## config.mk

```make
export PLATFORM = sky130hd
export DESIGN_NAME = irqc_level_ctrl
export DESIGN_NICKNAME = d
export VERILOG_FILES = /design/src/rtl/irqc_pkg.sv /design/src/rtl/irqc_arbiter.sv /design/src/rtl/irqc_prio_stack.sv /design/src/rtl/irqc_level_ctrl.sv
export SDC_FILE = /design/constraint.sdc
export NUM_CORES = 2
export LEC_CHECK = 0
export BUFFER_PORTS_ARGS = -buffer_cell sky130_fd_sc_hd__buf_2
export CORE_MARGIN = 1
export CORE_UTILIZATION = 45
export DETAILED_ROUTE_END_ITERATION = 8
export SETUP_SLACK_MARGIN = 0.05
export SLEW_MARGIN = 20
export SYNTH_ARGS = -nofsm -noshare
export SYNTH_HDL_FRONTEND = slang
export SYNTH_HIERARCHICAL = 1
export SYNTH_SLANG_ARGS = --single-unit
```

## constraint.sdc

```tcl
create_clock -name clk -period 184.2 [get_ports clk]
set_input_delay 18.42 -clock clk [delete_from_list [all_inputs] [get_ports clk]]
set_output_delay 18.42 -clock clk [all_outputs]
set_load 0.005 [all_outputs]
```

## src/rtl/irqc_pkg.sv

```systemverilog
package irqc_pkg;
  localparam int ID_W = 10;
  localparam logic [ID_W-1:0] SPURIOUS_ID = 10'd1023;

  typedef enum logic [2:0] {
    SEL_NONE, SEL_CTRL, SEL_ACK, SEL_EOI, SEL_DEACT, SEL_EN, SEL_ACT, SEL_PRIO
  } reg_sel_e;

  function automatic reg_sel_e decode_addr(input logic [11:0] a);
    reg_sel_e s;
    s = SEL_NONE;
    if (a[1:0] == 2'b00) begin
      if (a[11:10] != 2'b00) s = SEL_PRIO;
      else if (a[9:8] == 2'd1) s = SEL_EN;
      else if (a[9:8] == 2'd3) s = SEL_ACT;
      else if (a[9:8] == 2'd0) begin
        case (a[7:0])
          8'h00: s = SEL_CTRL;
          8'h0C: s = SEL_ACK;
          8'h10: s = SEL_EOI;
          8'h14: s = SEL_DEACT;
          default: s = SEL_NONE;
        endcase
      end
    end
    return s;
  endfunction
endpackage

```

## src/rtl/irqc_arbiter.sv

```systemverilog
module irqc_arbiter
  import irqc_pkg::*;
#(
  parameter int NSRC   = 64,
  parameter int PRIO_W = 8
) (
  input  logic [NSRC-1:0]        req,
  input  logic [NSRC*PRIO_W-1:0] prio_flat,
  input  logic [PRIO_W:0]        ceiling,
  output logic                   found,
  output logic [ID_W-1:0]        win_id,
  output logic [PRIO_W-1:0]      win_prio
);
  logic [PRIO_W:0] best_p;

  // Strict compare: the first (lowest) ID keeps a tie, and the ceiling itself never wins.
  always_comb begin
    best_p = ceiling;
    found  = 1'b0;
    win_id = '0;
    for (int i = 0; i < NSRC; i++) begin
      if (req[i] && ({1'b0, prio_flat[i*PRIO_W +: PRIO_W]} < best_p)) begin
        best_p = {1'b0, prio_flat[i*PRIO_W +: PRIO_W]};
        found  = 1'b1;
        win_id = ID_W'(i);
      end
    end
    win_prio = best_p[PRIO_W-1:0];
  end
endmodule

```

## src/rtl/irqc_prio_stack.sv

```systemverilog
module irqc_prio_stack #(
  parameter int DEPTH  = 8,
  parameter int PRIO_W = 8
) (
  input  logic              clk,
  input  logic              rst_n,
  input  logic              push,
  input  logic              pop,
  input  logic [PRIO_W-1:0] push_prio,
  output logic [PRIO_W:0]   ceiling,
  output logic              full,
  output logic              empty
);
  localparam int CNT_W = $clog2(DEPTH + 1);
  localparam int PTR_W = (DEPTH > 1) ? $clog2(DEPTH) : 1;

  logic [PRIO_W-1:0] slot [DEPTH];
  logic [CNT_W-1:0]  cnt;
  logic [CNT_W-1:0]  top_i;

  assign full  = (cnt == CNT_W'(DEPTH));
  assign empty = (cnt == '0);
  assign top_i = cnt - CNT_W'(1);
  assign ceiling = empty ? {1'b1, {PRIO_W{1'b0}}} : {1'b0, slot[top_i[PTR_W-1:0]]};

  always_ff @(posedge clk) begin
    if (!rst_n) begin
      cnt <= '0;
    end else if (push) begin
      slot[cnt[PTR_W-1:0]] <= push_prio;
      cnt <= cnt + CNT_W'(1);
    end else if (pop) begin
      cnt <= cnt - CNT_W'(1);
    end
  end


  no_overflow_chk: assert property (@(posedge clk) disable iff (!rst_n) push |-> !full);

  no_underflow_chk: assert property (@(posedge clk) disable iff (!rst_n) pop |-> !empty);
endmodule

```

## src/rtl/irqc_level_ctrl.sv

```systemverilog
module irqc_level_ctrl
  import irqc_pkg::*;
#(
  parameter int NSRC       = 64,
  parameter int PRIO_W     = 8,
  parameter int NEST_DEPTH = 8
) (
  input  logic            clk,
  input  logic            rst_n,
  input  logic [NSRC-1:0] irq_lines,
  input  logic            reg_wr,
  input  logic            reg_rd,
  input  logic [11:0]     reg_addr,
  input  logic [31:0]     reg_wdata,
  output logic [31:0]     reg_rdata,
  output logic            cpu_irq
);
  localparam int NW = (NSRC + 31) / 32;

  logic [NSRC-1:0]        en_q, act_q, held_q;
  logic [NSRC*PRIO_W-1:0] prio_flat;
  logic                   split_q;
  reg_sel_e               sel;
  logic [ID_W-1:0]        wid, pidx, win_id;
  logic [5:0]             widx;
  logic                   wid_ok, word_ok, pidx_ok;
  logic                   found, full, empty;
  logic [PRIO_W-1:0]      win_prio;
  logic [PRIO_W:0]        ceiling;
  logic                   ack_take, eoi_take, deact_take, en_wr, prio_wr;
  logic [NW*32-1:0]       en_pad, act_pad;

  assign sel     = decode_addr(reg_addr);
  assign wid     = reg_wdata[ID_W-1:0];
  assign wid_ok  = (32'(wid) < NSRC);
  assign widx    = reg_addr[7:2];
  assign word_ok = (32'(widx) < NW);
  assign pidx    = reg_addr[11:2] - 10'd256;
  assign pidx_ok = (32'(pidx) < NSRC);

  irqc_arbiter #(.NSRC(NSRC), .PRIO_W(PRIO_W)) u_arb (
    .req(irq_lines & en_q & ~act_q), .prio_flat(prio_flat), .ceiling(ceiling),
    .found(found), .win_id(win_id), .win_prio(win_prio)
  );

  irqc_prio_stack #(.DEPTH(NEST_DEPTH), .PRIO_W(PRIO_W)) u_stk (
    .clk(clk), .rst_n(rst_n), .push(ack_take), .pop(eoi_take),
    .push_prio(win_prio), .ceiling(ceiling), .full(full), .empty(empty)
  );

  assign cpu_irq    = found & ~full;
  assign ack_take   = reg_rd & (sel == SEL_ACK) & cpu_irq;
  assign eoi_take   = reg_wr & (sel == SEL_EOI) & wid_ok & held_q[wid];
  assign deact_take = reg_wr & (sel == SEL_DEACT) & wid_ok & split_q;
  assign en_wr      = reg_wr & (sel == SEL_EN) & word_ok;
  assign prio_wr    = reg_wr & (sel == SEL_PRIO) & pidx_ok;

  always_ff @(posedge clk) begin
    if (!rst_n) split_q <= 1'b0;
    else if (reg_wr && sel == SEL_CTRL) split_q <= reg_wdata[0];
  end

  for (genvar i = 0; i < NSRC; i++) begin : g_src
    logic en_r, act_r, held_r;
    logic [PRIO_W-1:0] prio_r;
    logic hit_ack, hit_w;
    assign hit_ack = ack_take && (win_id == ID_W'(i));
    assign hit_w   = (wid == ID_W'(i));

    always_ff @(posedge clk) begin
      if (!rst_n) begin
        en_r   <= 1'b0;
        act_r  <= 1'b0;
        held_r <= 1'b0;
        prio_r <= '0;
      end else begin
        if (en_wr && widx == 6'(i / 32)) en_r <= reg_wdata[i % 32];
        if (prio_wr && pidx == ID_W'(i)) prio_r <= reg_wdata[PRIO_W-1:0];
        if (hit_ack) begin
          act_r  <= 1'b1;
          held_r <= 1'b1;
        end else begin
          if ((eoi_take && hit_w && !split_q) || (deact_take && hit_w)) act_r <= 1'b0;
          if (eoi_take && hit_w) held_r <= 1'b0;
        end
      end
    end
    assign en_q[i]   = en_r;
    assign act_q[i]  = act_r;
    assign held_q[i] = held_r;
    assign prio_flat[i*PRIO_W +: PRIO_W] = prio_r;
  end

  always_comb begin
    en_pad  = '0;
    act_pad = '0;
    en_pad[NSRC-1:0]  = en_q;
    act_pad[NSRC-1:0] = act_q;
  end

  always_comb begin
    reg_rdata = '0;
    case (sel)
      SEL_CTRL: reg_rdata = {31'b0, split_q};
      SEL_ACK:  reg_rdata = {22'b0, (cpu_irq ? win_id : SPURIOUS_ID)};
      SEL_EN:   if (word_ok) reg_rdata = en_pad[32*widx +: 32];
      SEL_ACT:  if (word_ok) reg_rdata = act_pad[32*widx +: 32];
      SEL_PRIO: if (pidx_ok) reg_rdata = 32'(prio_flat[32'(pidx)*PRIO_W +: PRIO_W]);
      default:  reg_rdata = '0;
    endcase
  end


  irq_has_src_chk: assert property (@(posedge clk) disable iff (!rst_n)
    cpu_irq |-> |(irq_lines & en_q & ~act_q));

  ack_activates_chk: assert property (@(posedge clk) disable iff (!rst_n)
    ack_take |=> act_q[$past(win_id)]);

  spurious_still_chk: assert property (@(posedge clk) disable iff (!rst_n)
    (reg_rd && !reg_wr && sel == SEL_ACK && !cpu_irq) |=> ($stable(act_q) && $stable(held_q)));

  deact_mode0_chk: assert property (@(posedge clk) disable iff (!rst_n)
    (reg_wr && !reg_rd && sel == SEL_DEACT && !split_q) |=> $stable(act_q));

  full_quiet_chk: assert property (@(posedge clk) disable iff (!rst_n)
    full |-> !cpu_irq);
endmodule

```

==> summary.txt <==
Yosys
  • Ys async rst share: 0%
  • Dominant cells by area after synthesis: dfxtp_1 (24%), ha_1 (8.3%), a21oi_1 (7.2%)
  • Yosys top cell by area: dfxtp_1
  • Yosys reg bits: 773
  • Yosys Warn Count: 6
  • Syn Inst Count: 7354
  • Post-synth EDFFs: 64
  • Synth Flop Type: dfxtp_1
  • Mapped Area: 58500 um2
  • Mean post-synth cell area: 7.95 um2
  • Post-synthesis sequential area ratio: 27.6%
  • Synth cell types: 136
  • Area share of the largest cell type after synthesis: 24.3%

Critical path
  • Worst path arrival time: 155.32 ns
  • Worst path most repeated cell: a21o_1
  • CP Capture Type: primary output
  • Max FO, Critical Path: 20
  • CP Launch Type: input pin
  • Reg2Reg Capture Point: g_src[36].held_r
  • Worst Reg2Reg Path Length in Cells: 642
  • Setup CP Type: input pin to primary output
  • Worst endpoint required time: 165.78 ns
  • CP max stage cell: o41a_2
  • CP delay by family, top: compound AO/OA/AOI/OAI gates
  • Worst path buffer plus inverter count: 44
  • Largest stage delay, worst path: 0.70 ns
  • Critical R2R Launch: u_stk/cnt[0]
  • FF-to-FF setup slack: 43.68 ns

Timing
  • Min Clock Period, post-route: 173.74 ns
  • Actual slew at the worst max-slew pin: 1.18 ns
  • Slew HR: 19.1%
  • Layout Skew: 0.0401 ns
  • Pins Over Slew Limit: 0
  • Setup violators final: 0
  • Worst Setup Slack, final: 10.46 ns
  • Hold_ws: 0.467 ns
  • Final hold violation count: 0
  • Final period utilization: 94.3%
  • FMAX: 0.00576 GHz

Final layout
  • Post-Layout Cell Count: 9056
  • Most frequent cells in the layout: nand2_1 (1028), a21oi_1 (839), o21ai_0 (754)
  • Fin nets: 7741
  • Area Growth Syn to Fin: 8.99%
  • Share of layout cells above drive strength 1: 11.3%
  • Register Area: 16100 um2
  • Final core occ: 49.7%
  • Area of the multi-input gates: 39300 um2
  • Commonest non-fill, non-tap cell in the layout: nand2_1
  • Filler Cells Inserted: 12600

Clocking
  • CTS tree: built
  • CTS root buffer: clkbuf_16
  • Clk_lat worst skew: 0.72 ns
  • H-tree depth: 3
  • Clk sinks: 773
  • Clock slew at reported path FFs: 0.06 ns
  • CTS buffer count: 92
  • CTS Buffer Depth: 3
  • Hold Buf Count CTS: 0

Global routing
  • Total track usage: 36.6%
  • Initial antenna violation count: 21
  • Vias in the first global route: 53300
  • Global-route wire length before repair: 363000 um
  • Largest net degree at the start of global routing: 204
  • Global route overflow: 0

Drt
  • Routed Antenna Nets: 0
  • Iter 0 DRT Violations: 7465
  • Drt drc: 0
  • DRT Wirelength: 250000 um
  • Detailed-route via count: 59100
  • Wire per inst: 27.6 um
  • Drt via density: 6.52
  • 1st-pass router iterations: 8

Place
  • Post-DP HPWL: 186000 um
  • Dpl cells: 8858
  • Placer Congestion: 1.02
  • Port Buffer Count: 144
  • Place WS: 7.80 ns

Hold path
  • Hold path depth: 2
  • Hold path startpoint: g_src[30].en_r
  • HP Class: flip-flop to flip-flop
  • Hold Path End: g_src[30].en_r

Power and ir drop
  • Power Density: 6.01 nW/um2
  • Max VDD drop: 0.00769 mV
  • P_leak: 25.3 nW

Floorplan
  • Ports: 145
  • Die area: 131000 um2
  • Die Y: 363 um
  • Rows: 131
  • Die width: 363 um
  • Core area: 128000 um2
  • Starting Density: 45.6%

Outcome
  • Outcome: finished, final reports clean

Flow run
  • Max-Cap Viols: 0
==> layout make-up <==
cell class,instances,area share (%)
multi-input combinational,5749,61.7
sequential,773,25.3
clock buffer,121,4.04
tap,1729,3.39
timing repair buffer,240,2.38
inverter,384,2.27
clock inverter,49,0.873
antenna,11,0.0432
==> per-layer routing <==
| metal | share of wire (%) | wire (um) | GRT usage [%] | vias up |
|---|---|---|---|---|
| met1 | 43 | 107000 | 50.7 | 28700 |
| met3 | 10 | 26000 | 7.82 | 487 |
| met5 | 0.023 | 57 | 0 | - |
| met4 | 4.6 | 11600 | 15.9 | 8 |
| met2 | 42 | 106000 | 54.6 | 3172 |
| li1 | - | - | - | 26700 |
==> power breakdown <==
part	switching, mW	internal [mW]
Clock	0.0820	0.110
Sequential	0.0000244	0.169
Combinational	0.0168	0.00492
==> Yosys cell counts (all sizes together) (26+ instances only) <==
cell type / number
o22a: 27
a21o: 163
o21ai: 809
inv: 382
and2: 45
mux2i: 310
or2: 36
mux2: 76
dfxtp: 709
nor4: 52
a211o: 32
o31ai: 26
buf: 113
edfxtp: 64
a31oi: 89
clkbuf: 338
o221ai: 29
ha: 389
o21a: 52
nor2: 575
a211oi: 61
nand2b: 58
a21oi: 847
nand4: 55
a221oi: 31
o211ai: 67
nand3: 113
nor3: 75
mux4: 187
nor2b: 74
a311oi: 50
nand2: 1030
==> flip-flops by register name, indices dropped and copies added, names as in the netlist <==
signal,cells
u_stk/slot,64
g_src.prio_r,512
g_src.act_r,64
g_src.held_r,64
u_stk/cnt,4
g_src.en_r,64
split_q,1
==> tightest hold or removal path: cells and delay by family, from the launching register on <==
family | cells | cell delay (ns)
flip-flops | 1 | 0.31
AND/OR/NAND/NOR | 1 | 0.05
AO/OA/AOI/OAI | 1 | 0.05
==> metrics by stage <==
step / setup TNS, ns / power (mW) / instance area (um2)
finish: 0 / 0.383 / 63700
global route: -0.0527 / 0.393 / 63700
CTS: 0 / 0.385 / 63400
detailed placement: 0 / 0.194 / 60300
global placement: 0 / 0.194 / 60200
floorplan: 0 / 0.184 / 58500
==> kinds of logic after synthesis <==
group / after synthesis / synth area share [%]
DFF: 773 / 27.6
muxes: 573 / 14.0
other: 1 / 0.00641
buffers and inverters: 835 / 5.70
xor gates and xnor gates: 3 / 0.0449
AOI/OAI and AO/OA: 2519 / 26.8
and+or+nand+nor: 2249 / 17.3
adders and majority gates: 401 / 8.53
==> how the worst max path moves through the flow <==
stage / startpoint / endpoint / cells after the start
4_1_cts: irq_lines[0] / reg_rdata[1] / 644
2_1_floorplan: irq_lines[0] / reg_rdata[1] / 1110
6_report: irq_lines[0] / reg_rdata[5] / 636
3_5_place_dp: irq_lines[0] / reg_rdata[1] / 640
5_1_grt: irq_lines[0] / reg_rdata[5] / 645
3_3_place_gp: irq_lines[0] / reg_rdata[1] / 641
==> timing repair <==
action | CTS | global route
gates resized for setup | 0 | 35
buffers inserted | 0 | 16
endpoints found under the setup margin | 0 | 11
Note: power is estimated with default switching activity, not from simulation.
